===== src/rtl/hws_pkg.sv =====
package hws_pkg;
    typedef enum logic [1:0] {
        ST_IDLE = 2'd0,
        ST_CMD  = 2'd1,
        ST_DATA = 2'd2,
        ST_DONE = 2'd3
    } hws_state_e;
endpackage


===== src/rtl/hws_addr_form.sv =====
module hws_addr_form #(
    parameter int AW = 32,
    parameter int LW = 16
) (
    input  logic [AW-1:0] offset,
    input  logic [AW-1:0] hi,
    input  logic [LW-1:0] len,
    input  logic          swap,
    output logic [AW-1:0] addr,
    output logic [LW-1:0] len_eff
);
    logic [AW-1:0] merged;

    always_comb begin
        merged  = offset | hi;
        addr    = swap ? {merged[AW-1:1], 1'b0} : merged;
        len_eff = swap ? {len[LW-1:1], 1'b0} : len;
    end
endmodule


===== src/rtl/hws_lane_swap.sv =====
module hws_lane_swap #(
    parameter int DW = 16
) (
    input  logic          en,
    input  logic [DW-1:0] din,
    output logic [DW-1:0] dout
);
    localparam int NH = DW / 16;

    for (genvar h = 0; h < NH; h++) begin : g_half
        assign dout[16*h +: 16] = en ? {din[16*h +: 8], din[16*h+8 +: 8]}
                                     : din[16*h +: 16];
    end
endmodule


===== src/rtl/hws_chunk_calc.sv =====
module hws_chunk_calc #(
    parameter int LW    = 16,
    parameter int CHUNK = 64
) (
    input  logic [LW-1:0] remain,
    input  logic          split,
    output logic [LW-1:0] clen,
    output logic [LW-1:0] beats
);
    localparam logic [LW-1:0] CHUNK_L = LW'(CHUNK);
    logic [LW:0] rounded;

    always_comb begin
        clen    = (split && (remain > CHUNK_L)) ? CHUNK_L : remain;
        rounded = {1'b0, clen} + {{LW{1'b0}}, 1'b1};
        beats   = rounded[LW:1];
    end
endmodule


===== src/rtl/hwswap_dma_former.sv =====
module hwswap_dma_former
    import hws_pkg::*;
#(
    parameter int AW    = 32,
    parameter int LW    = 16,
    parameter int DW    = 16,
    parameter int CHUNK = 64
) (
    input  logic          clk,
    input  logic          rst_n,
    input  logic          req_valid,
    output logic          req_ready,
    input  logic          req_write,
    input  logic          req_swap,
    input  logic [AW-1:0] req_offset,
    input  logic [LW-1:0] req_len,
    input  logic [AW-1:0] addr_hi,
    output logic          cmd_valid,
    input  logic          cmd_ready,
    output logic          cmd_write,
    output logic [AW-1:0] cmd_addr,
    output logic [LW-1:0] cmd_len,
    input  logic          wr_in_valid,
    output logic          wr_in_ready,
    input  logic [DW-1:0] wr_in_data,
    output logic          wd_valid,
    input  logic          wd_ready,
    output logic [DW-1:0] wd_data,
    input  logic          rd_valid,
    output logic          rd_ready,
    input  logic [DW-1:0] rd_data,
    output logic          rd_out_valid,
    input  logic          rd_out_ready,
    output logic [DW-1:0] rd_out_data,
    output logic          done
);
    typedef struct packed {
        hws_state_e    st;
        logic [AW-1:0] addr;
        logic [LW-1:0] remain;
        logic [LW-1:0] beats;
        logic          wr;
        logic          sw;
    } ctl_t;

    ctl_t ctl_d, ctl_q;

    logic [AW-1:0] form_addr;
    logic [LW-1:0] form_len;
    logic [LW-1:0] clen;
    logic [LW-1:0] cbeats;
    logic          in_data;
    logic          beat_fire;

    hws_addr_form #(.AW(AW), .LW(LW)) u_form (
        .offset (req_offset),
        .hi     (addr_hi),
        .len    (req_len),
        .swap   (req_swap),
        .addr   (form_addr),
        .len_eff(form_len)
    );

    hws_chunk_calc #(.LW(LW), .CHUNK(CHUNK)) u_chunk (
        .remain(ctl_q.remain),
        .split (ctl_q.wr && ctl_q.sw),
        .clen  (clen),
        .beats (cbeats)
    );

    hws_lane_swap #(.DW(DW)) u_swap_wr (
        .en  (ctl_q.sw),
        .din (wr_in_data),
        .dout(wd_data)
    );

    hws_lane_swap #(.DW(DW)) u_swap_rd (
        .en  (ctl_q.sw),
        .din (rd_data),
        .dout(rd_out_data)
    );

    always_comb begin
        in_data      = (ctl_q.st == ST_DATA);
        req_ready    = (ctl_q.st == ST_IDLE);
        done         = (ctl_q.st == ST_DONE);
        cmd_valid    = (ctl_q.st == ST_CMD);
        cmd_write    = ctl_q.wr;
        cmd_addr     = ctl_q.addr;
        cmd_len      = clen;
        wd_valid     = in_data && ctl_q.wr && wr_in_valid;
        wr_in_ready  = in_data && ctl_q.wr && wd_ready;
        rd_out_valid = in_data && !ctl_q.wr && rd_valid;
        rd_ready     = in_data && !ctl_q.wr && rd_out_ready;
        beat_fire    = in_data && (ctl_q.wr ? (wr_in_valid && wd_ready)
                                            : (rd_valid && rd_out_ready));
    end

    always_comb begin
        ctl_d = ctl_q;
        unique case (ctl_q.st)
            ST_IDLE: begin
                if (req_valid) begin
                    ctl_d.addr   = form_addr;
                    ctl_d.remain = form_len;
                    ctl_d.wr     = req_write;
                    ctl_d.sw     = req_swap;
                    ctl_d.st     = (form_len == '0) ? ST_DONE : ST_CMD;
                end
            end
            ST_CMD: begin
                if (cmd_ready) begin
                    ctl_d.addr   = ctl_q.addr + AW'(clen);
                    ctl_d.remain = ctl_q.remain - clen;
                    ctl_d.beats  = cbeats;
                    ctl_d.st     = ST_DATA;
                end
            end
            ST_DATA: begin
                if (beat_fire) begin
                    ctl_d.beats = ctl_q.beats - 1'b1;
                    if (ctl_q.beats == LW'(1)) begin
                        ctl_d.st = (ctl_q.remain == '0) ? ST_DONE : ST_CMD;
                    end
                end
            end
            default: ctl_d.st = ST_IDLE;
        endcase
    end

    always_ff @(posedge clk) begin
        if (!rst_n) begin
            ctl_q <= '{st: ST_IDLE, addr: '0, remain: '0, beats: '0, wr: 1'b0, sw: 1'b0};
        end else begin
            ctl_q <= ctl_d;
        end
    end

    AST_SWAP_EVEN: assert property (@(posedge clk) disable iff (!rst_n)
        (cmd_valid && ctl_q.sw) |-> (cmd_addr[0] == 1'b0 && cmd_len[0] == 1'b0));
    AST_SWAP_LANES: assert property (@(posedge clk) disable iff (!rst_n)
        (wd_valid && ctl_q.sw) |-> (wd_data[7:0] == wr_in_data[15:8]));
    AST_CHUNK_MAX: assert property (@(posedge clk) disable iff (!rst_n)
        (cmd_valid && cmd_write && ctl_q.sw) |-> (cmd_len <= LW'(CHUNK)));
    AST_CMD_HOLD: assert property (@(posedge clk) disable iff (!rst_n)
        (cmd_valid && !cmd_ready) |=> (cmd_valid && $stable(cmd_addr) && $stable(cmd_len)));
    AST_ZERO_LEN: assert property (@(posedge clk) disable iff (!rst_n)
        (req_valid && req_ready && form_len == '0) |=> (done && !cmd_valid));
    AST_DONE_PULSE: assert property (@(posedge clk) disable iff (!rst_n)
        done |=> (!done && req_ready));
    AST_NO_DATA_OUTSIDE: assert property (@(posedge clk) disable iff (!rst_n)
        (req_ready || cmd_valid) |-> (!wd_valid && !rd_out_valid));
endmodule


===== config.mk =====
export PLATFORM = sky130hd
export DESIGN_NAME = hwswap_dma_former
export DESIGN_NICKNAME = d
export VERILOG_FILES = /design/src/rtl/hws_pkg.sv /design/src/rtl/hws_addr_form.sv /design/src/rtl/hws_lane_swap.sv /design/src/rtl/hws_chunk_calc.sv /design/src/rtl/hwswap_dma_former.sv
export SDC_FILE = /design/constraint.sdc
export NUM_CORES = 1
export LEC_CHECK = 0
export ABC_AREA = 0
export BUFFER_PORTS_ARGS = -buffer_cell sky130_fd_sc_hd__buf_4
export CORE_UTILIZATION = 52
export DETAILED_ROUTE_END_ITERATION = 10
export GPL_TIMING_DRIVEN = 0
export PLACE_DENSITY = 0.84
export SLEW_MARGIN = 40
export SYNTH_ARGS = -nofsm -noshare
export SYNTH_HDL_FRONTEND = slang
export SYNTH_SLANG_ARGS = --single-unit
export TNS_END_PERCENT = 5

===== constraint.sdc =====
create_clock -name clk -period 5.1 [get_ports clk]
set_input_delay 0.255 -clock clk [delete_from_list [all_inputs] [get_ports clk]]
set_output_delay 0.255 -clock clk [all_outputs]
set_load 0.01 [all_outputs]

### After elaboration in Yosys (flattened, before gate mapping)

Index checks and enable logic that the tools add are counted.

| storage, ports and cells | value |
|---|---|
| word-level logic and storage cells | 57 |
| memory bits (read-only) | 0 |
| bits in registers | 68 |
| memories kept | 0 |
| bits in latches | 0 |
| memory bits (writable) | 0 |

| operators by class | value |
|---|---|
| add/subtract/negate cells | 4 |
| multiplexer cells | 16 |
| $mul | 0 |
| reduce and logical (&&, ||, !) cells | 21 |
| shift operators | 0 |
| divide/modulo/power cells | 0 |
| eq/ne operators | 8 |
| magnitude comparators | 1 |
| bitwise logic cells | 1 |

Operator list:

| cell | number |
|---|---|
| case mux 48 bit (2 select lines) | 1 |
| two-way mux 66 bit | 1 |
| two-way mux 16 bit | 4 |
| two-way mux 50 bit | 1 |
| adder 32 x 16 -> 32 bit | 1 |
| zero test 16 bit | 2 |
| bitwise OR 32 bit | 1 |
| case mux 16 bit (2 select lines) | 1 |
| adder 16 x 1 -> 17 bit (second input constant) | 1 |
| == test 16 x 1 -> 1 bit (second input constant) | 1 |
| > comparator 16 x 7 -> 1 bit (second input constant) | 1 |
| subtractor 16 x 1 -> 16 bit (second input constant) | 1 |
| subtractor 16 bit | 1 |
| logical AND 1 bit | 11 |
| two-way mux 2 bit | 4 |
| inequality test 2 x 1 -> 1 bit (second input constant) | 3 |
| case mux 2 bit (3 select lines) | 1 |
| AND reduction 3 bit | 2 |
| == test 2 bit (second input constant) | 2 |
| AND reduction 4 bit | 1 |
| nonzero test 2 bit | 2 |
| two-way mux 1 bit | 3 |
| == test 2 x 1 -> 1 bit (second input constant) | 1 |
| zero test 2 bit | 1 |
| other kinds (3) | 3 |

### Longest topological paths before layout

Gate-level depths: netlist (run 1).

| logic depth | value |
|---|---|
| word-level depth | 6 |
| depth in mapped cells | 18 |
| gate-level depth less buffers | 14 |

### By module

A second synthesis (run 1) with hierarchy kept.

| second synthesis, totals | value |
|---|---|
| cells, all modules | 890 |
| area, all modules | 6675.2 µm² |

By module, submodules not included:

| module | cells each | instances | area an instance (µm²) |
|---|---|---|---|
| hwswap_dma_former | 726 | 1 | 5333.9 |
| hws_chunk_calc | 80 | 1 | 520.5 |
| hws_lane_swap | 18 | 2 | 249.0 |
| hws_addr_form | 48 | 1 | 322.8 |

### Least setup slack after synthesis (run 1)

OpenSTA, ideal clock, no wires.

| timing path | value |
|---|---|
| kind | register to register |
| from | register ctl_q[30] (netlist name) |
| to | register ctl_q, in the netlist cmd_addr[29] |
| stages on the path, launching flop included | 17 |
| data arrival time | 4.320 ns |
| required time | 4.980 ns |
| clock period less this slack | 4.440 ns |
| setup slack | 0.660 ns |
| buffers on the path | 3 |
| path through | dfxtp_1 -> buf_6 -> or4_4 -> or3_2 -> o21ai_1 -> buf_2 -> clkbuf_1 -> and2_1 -> ha_1 -> a21o_1 -> a221oi_1 -> o21ai_0 -> o21ai_1 -> a21oi_2 -> nor2_2 -> nor4_1 -> o31a_1 |

| between the ends | value |
|---|---|
| word-level cells in the longest chain between the ends | 6 |

RTL lines:

| what | line | RTL |
|---|---|---|
| start, declared | hwswap_dma_former.sv:46 | `ctl_t ctl_d, ctl_q;` |
| start signal, assigned | hwswap_dma_former.sv:133 | `ctl_q <= '{st: ST_IDLE, addr: '0, remain: '0, beats: '0, wr: 1'b0, sw: 1'b0};` |
| start signal, assigned | hwswap_dma_former.sv:135 | `ctl_q <= ctl_d;` |
| > comparator 16 x 7 -> 1 bit | hws_chunk_calc.sv:14 | `clen = (split && (remain > CHUNK_L)) ? CHUNK_L : remain;` |
| logical AND 1 bit | hws_chunk_calc.sv:14 |  |
| two-way mux 16 bit | hws_chunk_calc.sv:14 |  |
| via cmd_len[1] | hwswap_dma_former.sv:22 | `output logic [LW-1:0] cmd_len,` |
| adder 32 x 16 -> 32 bit | hwswap_dma_former.sv:113 | `ctl_d.addr = ctl_q.addr + AW'(clen);` |
| two-way mux 66 bit | hwswap_dma_former.sv:112 | `if (cmd_ready) begin` |
| case mux 48 bit (2 select lines) | hwswap_dma_former.sv:101 | `unique case (ctl_q.st)` |

The timed path passes the listed nets, and every way through them passes these cells. The select of a mux whose other input is x is not followed.
A chain may end at the register's enable or synchronous reset.

### Worst setup path in the final report (run 1)

| timing path | value |
|---|---|
| from | register ctl_q[27] (netlist name) |
| to | register ctl_q, in the netlist cmd_addr[27] |

| between the ends | value |
|---|---|
| word-level cells in the longest chain between the ends | 6 |

RTL lines:

| what | line |
|---|---|
| > comparator 16 x 7 -> 1 bit | hws_chunk_calc.sv:14 |
| logical AND 1 bit | hws_chunk_calc.sv:14 |
| two-way mux 16 bit * | hws_chunk_calc.sv:14 |
| adder 32 x 16 -> 32 bit * | hwswap_dma_former.sv:113 |
| two-way mux 66 bit * | hwswap_dma_former.sv:112 |
| case mux 48 bit (2 select lines) * | hwswap_dma_former.sv:101 |

Every way passes the cells marked *; elsewhere a longest branch is shown, timed or not. The select of a mux whose other input is x is not followed.

==> implementation parameters, run 1 <==
Parameter                              Value

Die
  Core Box Area    about 11,000 um^2
  Cell row count    38
  Ports placed on the boundary    210
  Die area    around 12,000 um^2
  Die outline height    110 um
  Width of the chip    110 um
  Starting Density    0.544

Global route
  Total track usage    0.394
  Via count of the first global-routing pass    between 6k and 7k
  Pin count of the biggest net entering global routing    20
  Overflow after GRT    0
  First-pass GRT wire length    35,500 um
  Initial antenna violation count    0

Clock network
  CTS tree    yes
  Number of buffers inserted by post-CTS setup repair    0
  Clock latency on the worst-skew pair    340 ps
  Maximum number of buffers from clock root to sink    2
  Root Driver    sky130_fd_sc_hd__clkbuf_16
  Clock transition at the registers of the reported paths    about 60 ps
  Maximum level of the CTS H-tree    3
  Count of clock tree sinks    around 70
  Total CTS buffers    9

Drt
  Mean routed wirelength per cell    20.4 um
  DRC    0
  Final WL    23,800 um
  Number of antenna-violating nets in the routed design    0
  Routed vias/inst    6.31
  Met3 wire length    2940 um
  Met1 Routed Length    9090 um
  Pre-antenna DRT Iters    5
  Vias after detailed routing    ~7.4k
  DR WL met2    10,700 um
  Initial DRC count    811
  Top Layer Used    met4

Flow run
  Reported max-cap violation count    0

Setup path
  Critical path start-end classification    flip-flop to flip-flop
  CP endpoint kind    flip-flop
  Depth of the worst register-to-register path    15
  Data required time of the worst path    between 5000 and 6000 ps
  Max FO, Critical Path    19
  Startpoint Class    flip-flop
  Data arrival time of the critical path    around 5100 ps

Final layout
  Area of the multi-input gates    roughly 4000 um^2
  Number of fillers in the final layout    927
  Final design area excluding fillers    about 8100 um^2
  Sequential cell area    1360 um^2
  Share of cells above drive strength 1    0.319
  Util after Layout    0.728
  Final #Nets    roughly 1.2k
  Area Overhead vs Synth    33.8%
  N_diodes    0

STA
  Remaining max-slew budget at the tightest pin    0.431
  Shortest period the worst path allows    4890 ps
  Final period util    0.960
  Highest clock frequency the design can meet    204 MHz
  Max Clock Skew    between 7 and 8 ps
  Setup repair after global routing missed its margin    no
  Fin Setup TNS    0 ps
  Hold Vio Cnt, Final    0
  Min Hold Slack    181 ps
  Slew of the pin with the lowest slew margin    854 ps
  Max-slew violations    0
  Finish-stage setup viols    0

Placed design
  Post-placement cell area    7760 um^2
  Placed wire-length estimate after detailed placement    17,600 um
  Global placer's final weighted congestion    0.970
  Input/output buffers    208

Pwr
  Total power per unit cell area    290 nW/um^2
  Overall power of the completed layout    about 0.0023 W
  Peak VDD IR    0.000206 V
  Leak    roughly 3.5 nW

Logic synthesis
  Seq cells post-synth    roughly 70
  Primary flip-flop cell chosen by synthesis mapping    sky130_fd_sc_hd__dfxtp_1
  Synth async-reset ratio    0
  Cell area after technology mapping    roughly 6000 um^2
  Net count after synthesis    945
  Sequential fraction of the synthesis area    0.226
  Mean post-synth cell area    7.50 um^2
  Yosys cell types    78
  Cells after synthesis    803
  Number of enable flip-flop cells after synthesis    0
  Count of synthesis-stage warnings from yosys    0

Hold path
  Hold Path Stages    3
  Worst hold path type    input pin to flip-flop

Status
  Result of the run    complete, no violations
[registers in the layout (all words and copies together) (netlist names)]
name and flops:
cmd_write 1, cmd_addr 32, ctl_q 35
[worst max-delay path, cell delays in order (launching register included)]
cell,delay [ps]
sky130_fd_sc_hd__dfxtp_1,310
sky130_fd_sc_hd__buf_6,140
sky130_fd_sc_hd__or4_1,570
sky130_fd_sc_hd__or3_2,500
sky130_fd_sc_hd__o21ai_1,200
sky130_fd_sc_hd__clkbuf_4,300
sky130_fd_sc_hd__and2_1,330
sky130_fd_sc_hd__ha_1,300
sky130_fd_sc_hd__a21o_1,190
sky130_fd_sc_hd__a221oi_2,490
sky130_fd_sc_hd__o21ai_0,260
sky130_fd_sc_hd__o21ai_1,230
sky130_fd_sc_hd__a21oi_2,150
sky130_fd_sc_hd__o21ai_0,450
sky130_fd_sc_hd__nor4_1,90
sky130_fd_sc_hd__o31a_1,250
[Yosys cell counts, types with 6 or more instances]
cell,count,share of area
sky130_fd_sc_hd__or3_1,8,0.0083
sky130_fd_sc_hd__and3_1,8,0.0083
sky130_fd_sc_hd__xnor2_1,12,0.017
sky130_fd_sc_hd__nor2b_1,14,0.015
sky130_fd_sc_hd__dfxtp_1,68,0.23
sky130_fd_sc_hd__nand3_1,23,0.019
sky130_fd_sc_hd__xor2_1,15,0.022
sky130_fd_sc_hd__o211ai_1,6,0.0075
sky130_fd_sc_hd__nand2_1,81,0.050
sky130_fd_sc_hd__ha_1,19,0.039
sky130_fd_sc_hd__nor2_1,57,0.036
sky130_fd_sc_hd__and2_1,19,0.020
sky130_fd_sc_hd__o21ai_0,74,0.062
sky130_fd_sc_hd__mux2_2,33,0.062
sky130_fd_sc_hd__a21boi_0,8,0.010
sky130_fd_sc_hd__inv_1,15,0.0093
sky130_fd_sc_hd__o31ai_1,9,0.011
sky130_fd_sc_hd__buf_4,33,0.041
sky130_fd_sc_hd__a31oi_1,9,0.0093
sky130_fd_sc_hd__o21a_1,6,0.0075
sky130_fd_sc_hd__nor4_1,11,0.011
sky130_fd_sc_hd__nand4_1,12,0.012
sky130_fd_sc_hd__nor3_1,27,0.022
sky130_fd_sc_hd__a22oi_1,7,0.0087
sky130_fd_sc_hd__o31a_1,6,0.0087
sky130_fd_sc_hd__o311ai_0,10,0.015
sky130_fd_sc_hd__o211a_1,6,0.010
sky130_fd_sc_hd__o22ai_1,6,0.0062
sky130_fd_sc_hd__a211oi_1,11,0.014
sky130_fd_sc_hd__clkbuf_1,36,0.022
sky130_fd_sc_hd__a21oi_1,51,0.042
[area by class of cell]
type	count	share of cell area
Timing Repair Buffer	208	0.194
Inverter	15	0.00699
Clock buffer	9	0.0279
Clock inverter	7	0.00838
Tap cell	140	0.0217
Buffer	86	0.0672
Sequential cell	68	0.169
Multi-Input combinational cell	633	0.505
[per-layer routing]
layer / track usage / vias to the layer above
met5: 0 / -
met4: 0.204 / 0
met3: 0.100 / 102
met2: 0.626 / 523
met1: 0.492 / 3358
li1: - / 3379
[stage by stage]
step	std cells	setup WS [ps]
after global placement	1151	-221
final	1166	206
after detailed placement	1151	-276
after CTS	1166	193
after floorplan	803	660
after global routing	1166	81.6
[layout by cell type, fill, tap and decap left out, types with 6 or more instances in the layout]
master and count:
sky130_fd_sc_hd__a211oi_1 11, sky130_fd_sc_hd__a21boi_0 8, sky130_fd_sc_hd__a21oi_1 51, sky130_fd_sc_hd__a22oi_1 7
sky130_fd_sc_hd__a31oi_1 9, sky130_fd_sc_hd__and2_1 19, sky130_fd_sc_hd__and3_1 8, sky130_fd_sc_hd__buf_4 241
sky130_fd_sc_hd__clkbuf_1 35, sky130_fd_sc_hd__clkbuf_16 9, sky130_fd_sc_hd__dfxtp_1 68, sky130_fd_sc_hd__ha_1 19
sky130_fd_sc_hd__inv_1 15, sky130_fd_sc_hd__mux2_2 33, sky130_fd_sc_hd__nand2_1 81, sky130_fd_sc_hd__nand3_1 23
sky130_fd_sc_hd__nand4_1 12, sky130_fd_sc_hd__nor2_1 57, sky130_fd_sc_hd__nor2b_1 14, sky130_fd_sc_hd__nor3_1 27
sky130_fd_sc_hd__nor4_1 11, sky130_fd_sc_hd__o211a_1 6, sky130_fd_sc_hd__o211ai_1 6, sky130_fd_sc_hd__o21a_1 6
sky130_fd_sc_hd__o21ai_0 74, sky130_fd_sc_hd__o22ai_1 6, sky130_fd_sc_hd__o311ai_0 10, sky130_fd_sc_hd__o31a_1 6
sky130_fd_sc_hd__o31ai_1 9, sky130_fd_sc_hd__or3_1 8, sky130_fd_sc_hd__xnor2_1 12, sky130_fd_sc_hd__xor2_1 15
[logic make-up after synthesis]
family	Yosys count	share of synthesized area
compound gates	260	0.285
xor+xnor	27	0.0393
fa+ha+maj	22	0.0461
buf+inv	102	0.0995
flops	68	0.226
mux	34	0.0634
other cells	1	0.000623
simple gates	289	0.240
[where the power goes]
part           leakage (nW)  total [W]  internal, W  switching, W
clock                 0.137   0.000636     0.000376      0.000260
combinational          2.81    0.00103     0.000459      0.000573
sequential            0.559   0.000671     0.000597     0.0000742
[final timing paths]
kind                                     to                    from  slack, ps
setup / recovery  cmd_addr[27]$_SDFFE_PN0P_  ctl_q[27]$_SDFFE_PN0P_        210
hold / removal       cmd_write$_SDFFE_PN0P_               req_write        180
setup reg to reg  cmd_addr[27]$_SDFFE_PN0P_  ctl_q[27]$_SDFFE_PN0P_        210
hold reg to reg      ctl_q[13]$_SDFFE_PN0P_  ctl_q[13]$_SDFFE_PN0P_        470
[repair_timing]
item,CTS,global route
resized for setup,1,2
endpoints found under the setup margin,12,4
hold buffers,0,0
No activity file was read; power rests on OpenSTA's default activity.
==> run 2: changes to the inputs <==
--- a/config.mk
+++ b/config.mk
@@ -7,10 +7,12 @@
 export LEC_CHECK = 0
 export ABC_AREA = 0
 export BUFFER_PORTS_ARGS = -buffer_cell sky130_fd_sc_hd__buf_4
-export CORE_UTILIZATION = 52
+export CELL_PAD_IN_SITES_DETAIL_PLACEMENT = 1
+export CELL_PAD_IN_SITES_GLOBAL_PLACEMENT = 1
+export CORE_UTILIZATION = 36
 export DETAILED_ROUTE_END_ITERATION = 10
 export GPL_TIMING_DRIVEN = 0
-export PLACE_DENSITY = 0.84
+export PLACE_DENSITY = 0.82
 export SLEW_MARGIN = 40
 export SYNTH_ARGS = -nofsm -noshare
 export SYNTH_HDL_FRONTEND = slang
==> implementation parameters, run 2 (synthesis results as in run 1) <==
Parameter                              Value

Hold path
  Hold Crit Start    req_write
  Worst hold path type    input pin to flip-flop

Die
  Core Box Area    16,100 um^2 (+45%)
  Die outline height    131 um (+20%)
  Starting Density    0.374 (-0.170)
  Cell row count    46 (+21%)
  Width of the chip    131 um (+20%)
  Die area    17,200 um^2 (+44%)
  Ports placed on the boundary    210 (unchanged)

STA
  Finish-stage setup viols    0 (unchanged)
  Max Clock Skew    8.41 ps (+1.34 ps)
  Slew of the pin with the lowest slew margin    840 ps (-13.8 ps)
  Hold Vio Cnt, Final    0 (unchanged)
  Shortest period the worst path allows    4860 ps (-36.1 ps)
  Remaining max-slew budget at the tightest pin    0.440 (+0.00918)
  Min Hold Slack    168 ps (-13.3 ps)
  Final period util    0.952 (-0.00708)
  Setup repair after global routing missed its margin    no
  Max-slew violations    0 (unchanged)
  Highest clock frequency the design can meet    206 MHz (+0.74%)

Placed design
  Post-Place Cells    1,227 (+6.6%)
  Global placer's final weighted congestion    0.910 (-6.1%)
  Input/output buffers    208 (unchanged)
  Placed wire-length estimate after detailed placement    20,700 um (+17%)

Pwr
  Internal Pwr Total    0.00156 W (+9.0%)
  Proportion of total power due to net switching    0.374 (-0.0137)
  Logic pwr share    0.423 (-0.018)
  Total power per unit cell area    304 nW/um^2 (+4.6%)
  Leak    3.54 nW (+0.96%)
  Power spent charging and discharging nets    0.000933 W (+2.8%)
  Peak VDD IR    0.000186 V (-9.7%)
  Register share of total power    0.270 (-0.017)
  Clock share of power    0.307 (+0.035)

Clock network
  Root Driver    sky130_fd_sc_hd__clkbuf_16
  Quantity of hold-fixing buffers added after cts    0 (unchanged)
  Clock latency on the worst-skew pair    350 ps (about the same)
  Count of clock tree sinks    68 (unchanged)
  Clock transition at the registers of the reported paths    60 ps (about the same)
  Maximum number of buffers from clock root to sink    2 (unchanged)
  Total CTS buffers    9 (unchanged)
  Maximum level of the CTS H-tree    3 (unchanged)
  CTS tree    yes
  Number of buffers inserted by post-CTS setup repair    0 (unchanged)

Status
  Result of the run    complete, no violations

Drt
  Final WL    27,300 um (+15%)
  Initial DRC count    521 (-36%)
  DRC    0 (unchanged)
  Pre-antenna DRT Iters    5 (unchanged)
  Vias after detailed routing    7,360 (-0.027%)
  Mean routed wirelength per cell    21.9 um (+7.6%)
  Number of antenna-violating nets in the routed design    0 (unchanged)
  Routed vias/inst    5.92 (-6.2%)

Setup path
  Startpoint Class    flip-flop
  Critical path start-end classification    flip-flop to flip-flop
  Launching element of the worst setup path    ctl_q[27]$_SDFFE_PN0P_
  Master of the slowest instance on the critical path    sky130_fd_sc_hd__or4_1
  FF-to-FF Start    ctl_q[27]$_SDFFE_PN0P_
  Data required time of the worst path    5380 ps (+50 ps)
  Cell repeated most along the worst path    sky130_fd_sc_hd__or4_1
  Slowest stage delay, CP    570 ps (about the same)
  CP endpoint kind    flip-flop
  Data arrival time of the critical path    5140 ps (about the same)
  Chain of cells forming the critical path    buf_6 > or4_1 > or3_2 > o21ai_1 > buf_4 > and2_1 > ha_1 > fa_1 > a211oi_1 > o21bai_1 > a2bb2oi_1 > a211o_2 > o211ai_2 > nand3_2 > or4_1 > a31oi_1
  Max FO, Critical Path    19 (unchanged)

Final layout
  Leading cell types in the layout, fill and taps excluded    242 x sky130_fd_sc_hd__buf_4, 81 x sky130_fd_sc_hd__nand2_1, 73 x sky130_fd_sc_hd__o21ai_0
  Final #Nets    1,163 (unchanged)
  Most frequent standard cell in the layout excluding fill and tap cells    sky130_fd_sc_hd__buf_4
  Number of fillers in the final layout    2,039 (+120%)
  Area Overhead vs Synth    36.4%
  Final standard cell count with taps included and fillers excluded    1,243 (+6.6%)
  Share of cells above drive strength 1    0.318 (-0.000975)
  Top reg by flops    ctl_q
  Flip-flop count of the largest register after layout    35 (unchanged)
  Util after Layout    0.510 (-0.218)

Global route
  Via count of the first global-routing pass    7,504 (+11%)
  Initial antenna violation count    1 (+1)
  Total track usage    0.312 (-0.0827)
  Pin count of the biggest net entering global routing    20 (unchanged)
  First-pass GRT wire length    41,400 um (+17%)
  Overflow after GRT    0 (unchanged)

Flow run
  Reported max-cap violation count    0 (unchanged)
## run 2: stage by stage
stage	setup TNS (ps)	cell area [um^2]	setup slack, ps	power (W)
floorplan	0	6020	660	0.00128
global placement	-928	7850	-222	0.00170
detailed placement	-1320	7860	-253	0.00172
CTS	0	8210	175	0.00248
global route	0	8210	31.2	0.00260
finish	0	8210	242	0.00249
## run 2: power by group through the flow
stage	combinational [W]	clock, W	sequential (W)
5_1_grt	0.00113	0.000786	0.000683
6_report	0.00105	0.000765	0.000674
3_3_place_gp	0.00102	0	0.000682
2_1_floorplan	0.000623	0	0.000658
3_5_place_dp	0.00103	0	0.000682
4_1_cts	0.00104	0.000766	0.000672
## run 2: critical path, delay by kind of cell (launching register included)
kind / cells / cell delay, ps
adders and majority gates: 2 / 490
DFF: 1 / 310
buffers and inverters: 2 / 410
AOI/OAI and AO/OA: 7 / 1550
and+or+nand+nor: 5 / 2010
## run 2: metal layers
metal / wire [um] / vias to the layer above / global-route usage
li1: - / 3378 / -
met4: 872 / 0 / 0.130
met3: 2510 / 71 / 0.0675
met2: 12600 / 397 / 0.521
met1: 11300 / 3514 / 0.386
met5: 0 / - / 0
## run 2: final cells by class
cell class / count / area, um^2 / share of cell area
antenna: 1 / 2.50 / 0.000305
buffer: 86 / 543 / 0.0661
clock buffer: 12 / 256 / 0.0312
clock inverter: 4 / 95.1 / 0.0116
inverter: 15 / 56.3 / 0.00685
multi-input combinational: 633 / 4070 / 0.495
sequential: 68 / 1360 / 0.166
tap: 216 / 270 / 0.0329
timing repair buffer: 208 / 1560 / 0.190
## run 2: final timing paths
path / to / slack (ps) / cells past startpoint
setup reg to reg: cmd_addr[28]$_SDFFE_PN0P_ / 240 / 16
hold / removal: cmd_write$_SDFFE_PN0P_ / 170 / 3
hold reg to reg: ctl_q[13]$_SDFFE_PN0P_ / 460 / 2
setup / recovery: cmd_addr[28]$_SDFFE_PN0P_ / 240 / 16
## run 2: repair_timing
item,in CTS,in global routing
endpoints found under the setup margin,14,9
resized for setup,1,3
gates cloned,0,0
==> run 3: changes to the inputs <==
--- a/config.mk
+++ b/config.mk
@@ -12,7 +12,7 @@
 export CORE_UTILIZATION = 36
 export DETAILED_ROUTE_END_ITERATION = 10
 export GPL_TIMING_DRIVEN = 0
-export PLACE_DENSITY = 0.82
+export PLACE_DENSITY_LB_ADDON = 0.2
 export SLEW_MARGIN = 40
 export SYNTH_ARGS = -nofsm -noshare
 export SYNTH_HDL_FRONTEND = slang
==> implementation parameters, run 3 (synthesis results as in run 1) <==
Parameter                              Value

Status
  Result of the run    complete, no violations

Setup path
  Data required time of the worst path    5380 ps (about the same)
  CP endpoint kind    flip-flop
  Max FO, Critical Path    19 (unchanged)
  FF-to-FF Start    ctl_q[30]$_SDFFE_PN0P_
  Data arrival time of the critical path    5200 ps (+60 ps)
  Depth of the worst register-to-register path    16 (unchanged)
  R2R Setup Slk    180 ps (-60 ps)
  Endpoint of the lowest-slack register-to-register path    cmd_addr[28]$_SDFFE_PN0P_
  Critical path start-end classification    flip-flop to flip-flop
  Endpoint of the most critical setup path    cmd_addr[28]$_SDFFE_PN0P_
  Launching element of the worst setup path    ctl_q[30]$_SDFFE_PN0P_
  Startpoint Class    flip-flop

Drt
  Final WL    26,900 um (-1.3%)
  DRC    0 (unchanged)
  Pre-antenna DRT Iters    5 (unchanged)
  Initial DRC count    539 (+3.5%)
  Routed vias/inst    5.92 (about the same)
  Mean routed wirelength per cell    21.7 um (-1.2%)
  Vias after detailed routing    7,351 (-0.12%)
  Number of antenna-violating nets in the routed design    0 (unchanged)

Pwr
  Register share of total power    0.276 (+0.006)
  Logic pwr share    0.435 (+0.012)
  Peak VDD IR    0.000196 V (+5.4%)
  Internal Pwr Total    0.00150 W (-4.0%)
  Total power per unit cell area    297 nW/um^2 (-2.0%)
  Proportion of total power due to net switching    0.386 (+0.0117)
  Clock share of power    0.289 (-0.018)
  Power spent charging and discharging nets    0.000941 W (+0.87%)
  Leak    3.53 nW (-0.32%)
  Overall power of the completed layout    0.00244 W (-2.2%)

Clock network
  CTS tree    yes
  Root Driver    sky130_fd_sc_hd__clkbuf_16
  Count of clock tree sinks    68 (unchanged)
  Maximum number of buffers from clock root to sink    2 (unchanged)
  Maximum level of the CTS H-tree    3 (unchanged)
  Clock latency on the worst-skew pair    350 ps (about the same)
  Clock transition at the registers of the reported paths    60 ps (about the same)
  Total CTS buffers    9 (unchanged)
  Total of cells resized after clock tree synthesis    1 (unchanged)
  Number of buffers inserted by post-CTS setup repair    0 (unchanged)
  Quantity of hold-fixing buffers added after cts    0 (unchanged)

STA
  Hold Vio Cnt, Final    0 (unchanged)
  Shortest period the worst path allows    4920 ps (+57.6 ps)
  Highest clock frequency the design can meet    203 MHz (-1.2%)
  Max Clock Skew    7.66 ps (-0.749 ps)
  Slew of the pin with the lowest slew margin    850 ps (+9.81 ps)
  Setup repair after global routing missed its margin    no
  Remaining max-slew budget at the tightest pin    0.433 (-0.00654)
  Finish-stage setup viols    0 (unchanged)
  Final period util    0.964 (+0.0113)
  Max-slew violations    0 (unchanged)
  Fin Setup TNS    0 ps (unchanged)

Placed design
  Global placer's final weighted congestion    0.924 (+1.5%)
  Post-Place Cells    1,227 (unchanged)
  Placed wire-length estimate after detailed placement    20,200 um (-2.4%)
  Input/output buffers    208 (unchanged)
  Post-placement cell area    7860 um^2 (about the same)

Final layout
  N_diodes    0 (-1)
  Final design area excluding fillers    8200 um^2 (-0.17%)
  Number of fillers in the final layout    2,072 (+1.6%)
  Share of cells above drive strength 1    0.320 (+0.00195)
  Leading cell types in the layout, fill and taps excluded    242 x sky130_fd_sc_hd__buf_4, 81 x sky130_fd_sc_hd__nand2_1, 72 x sky130_fd_sc_hd__o21ai_0
  Most frequent standard cell in the layout excluding fill and tap cells    sky130_fd_sc_hd__buf_4
  Flip-flop count of the largest register after layout    35 (unchanged)
  Final #Nets    1,163 (unchanged)
  Top reg by flops    ctl_q
  Area Overhead vs Synth    36.2%
  Final standard cell count with taps included and fillers excluded    1,242 (-0.080%)

Die
  Ports placed on the boundary    210 (unchanged)
  Die area    17,200 um^2 (unchanged)
  Starting Density    0.374 (unchanged)
  Die outline height    131 um (unchanged)
  Cell row count    46 (unchanged)
  Core Box Area    16,100 um^2 (unchanged)
  Width of the chip    131 um (unchanged)

Global route
  First-pass GRT wire length    40,700 um (-1.6%)
  Initial antenna violation count    0 (-1)
  Pin count of the biggest net entering global routing    20 (unchanged)
  Overflow after GRT    0 (unchanged)
  Total track usage    0.306 (-0.00606)
  Via count of the first global-routing pass    7,217 (-3.8%)

Flow run
  Reported max-cap violation count    0 (unchanged)

Hold path
  Worst hold path type    input pin to flip-flop
run 3: cell count changes in the layout (fill, tap and decap cells not counted), sizes merged:
cell    change
clkinv      +2
clkbuf      -1
bufinv      -1
diode       -1
run 3: layout make-up:
class | instances | area, um^2 | share of cell area
clock buffers | 11 | 243 | 0.0296
multi-input cells | 633 | 4090 | 0.499
clock inverters | 5 | 75.1 | 0.00915
well taps | 216 | 270 | 0.0330
inverters | 15 | 56.3 | 0.00687
flip-flops and latches | 68 | 1360 | 0.166
plain buffers | 86 | 542 | 0.0661
repair buffers | 208 | 1560 | 0.190
run 3: how the worst min path moves through the flow:
stage	start	to	slack (ps)	cells after the start
after floorplan	req_write	cmd_write$_SDFFE_PN0P_	400	2
after global placement	ctl_q[13]$_SDFFE_PN0P_	ctl_q[13]$_SDFFE_PN0P_	440	2
after detailed placement	ctl_q[13]$_SDFFE_PN0P_	ctl_q[13]$_SDFFE_PN0P_	450	2
after CTS	req_write	cmd_write$_SDFFE_PN0P_	160	3
after global routing	req_write	cmd_write$_SDFFE_PN0P_	190	3
final	req_write	cmd_write$_SDFFE_PN0P_	170	3
run 3: per-stage QoR:
step | util | setup WS (ps) | hold WS [ps]
2_1_floorplan | - | 660 | 400
5_1_grt | 0.509 | 11.4 | 187
3_5_place_dp | 0.488 | -289 | 450
3_3_place_gp | 0.487 | -290 | 445
6_report | 0.509 | 185 | 166
4_1_cts | 0.507 | 41.1 | 163
run 3: critical path, cell delays in order, from the launching register on:
cell	delay, ps
sky130_fd_sc_hd__dfxtp_1	310
sky130_fd_sc_hd__buf_6	130
sky130_fd_sc_hd__or4_4	540
sky130_fd_sc_hd__or3_2	520
sky130_fd_sc_hd__o21ai_1	220
sky130_fd_sc_hd__buf_4	260
sky130_fd_sc_hd__and2_1	260
sky130_fd_sc_hd__ha_1	280
sky130_fd_sc_hd__fa_1	290
sky130_fd_sc_hd__a211oi_2	130
sky130_fd_sc_hd__o21bai_2	240
sky130_fd_sc_hd__a2bb2oi_1	150
sky130_fd_sc_hd__a211o_2	400
sky130_fd_sc_hd__o211ai_2	280
sky130_fd_sc_hd__nand3_2	220
sky130_fd_sc_hd__or4_1	440
sky130_fd_sc_hd__a31oi_1	170
run 3: power by group through the flow:
stage | Sequential (W) | Combinational, W | Clock [W]
CTS | 0.000671 | 0.00104 | 0.000704
finish | 0.000674 | 0.00106 | 0.000704
floorplan | 0.000658 | 0.000623 | 0
global placement | 0.000681 | 0.00102 | 0
detailed placement | 0.000681 | 0.00103 | 0
global route | 0.000683 | 0.00114 | 0.000725
run 3: metal layers:
metal / vias up / part of all wire / global-route usage
met5: - / 0 / 0
met4: 0 / 0.031 / 0.120
met3: 61 / 0.084 / 0.0621
met2: 372 / 0.45 / 0.480
met1: 3544 / 0.43 / 0.408
li1: 3374 / - / -
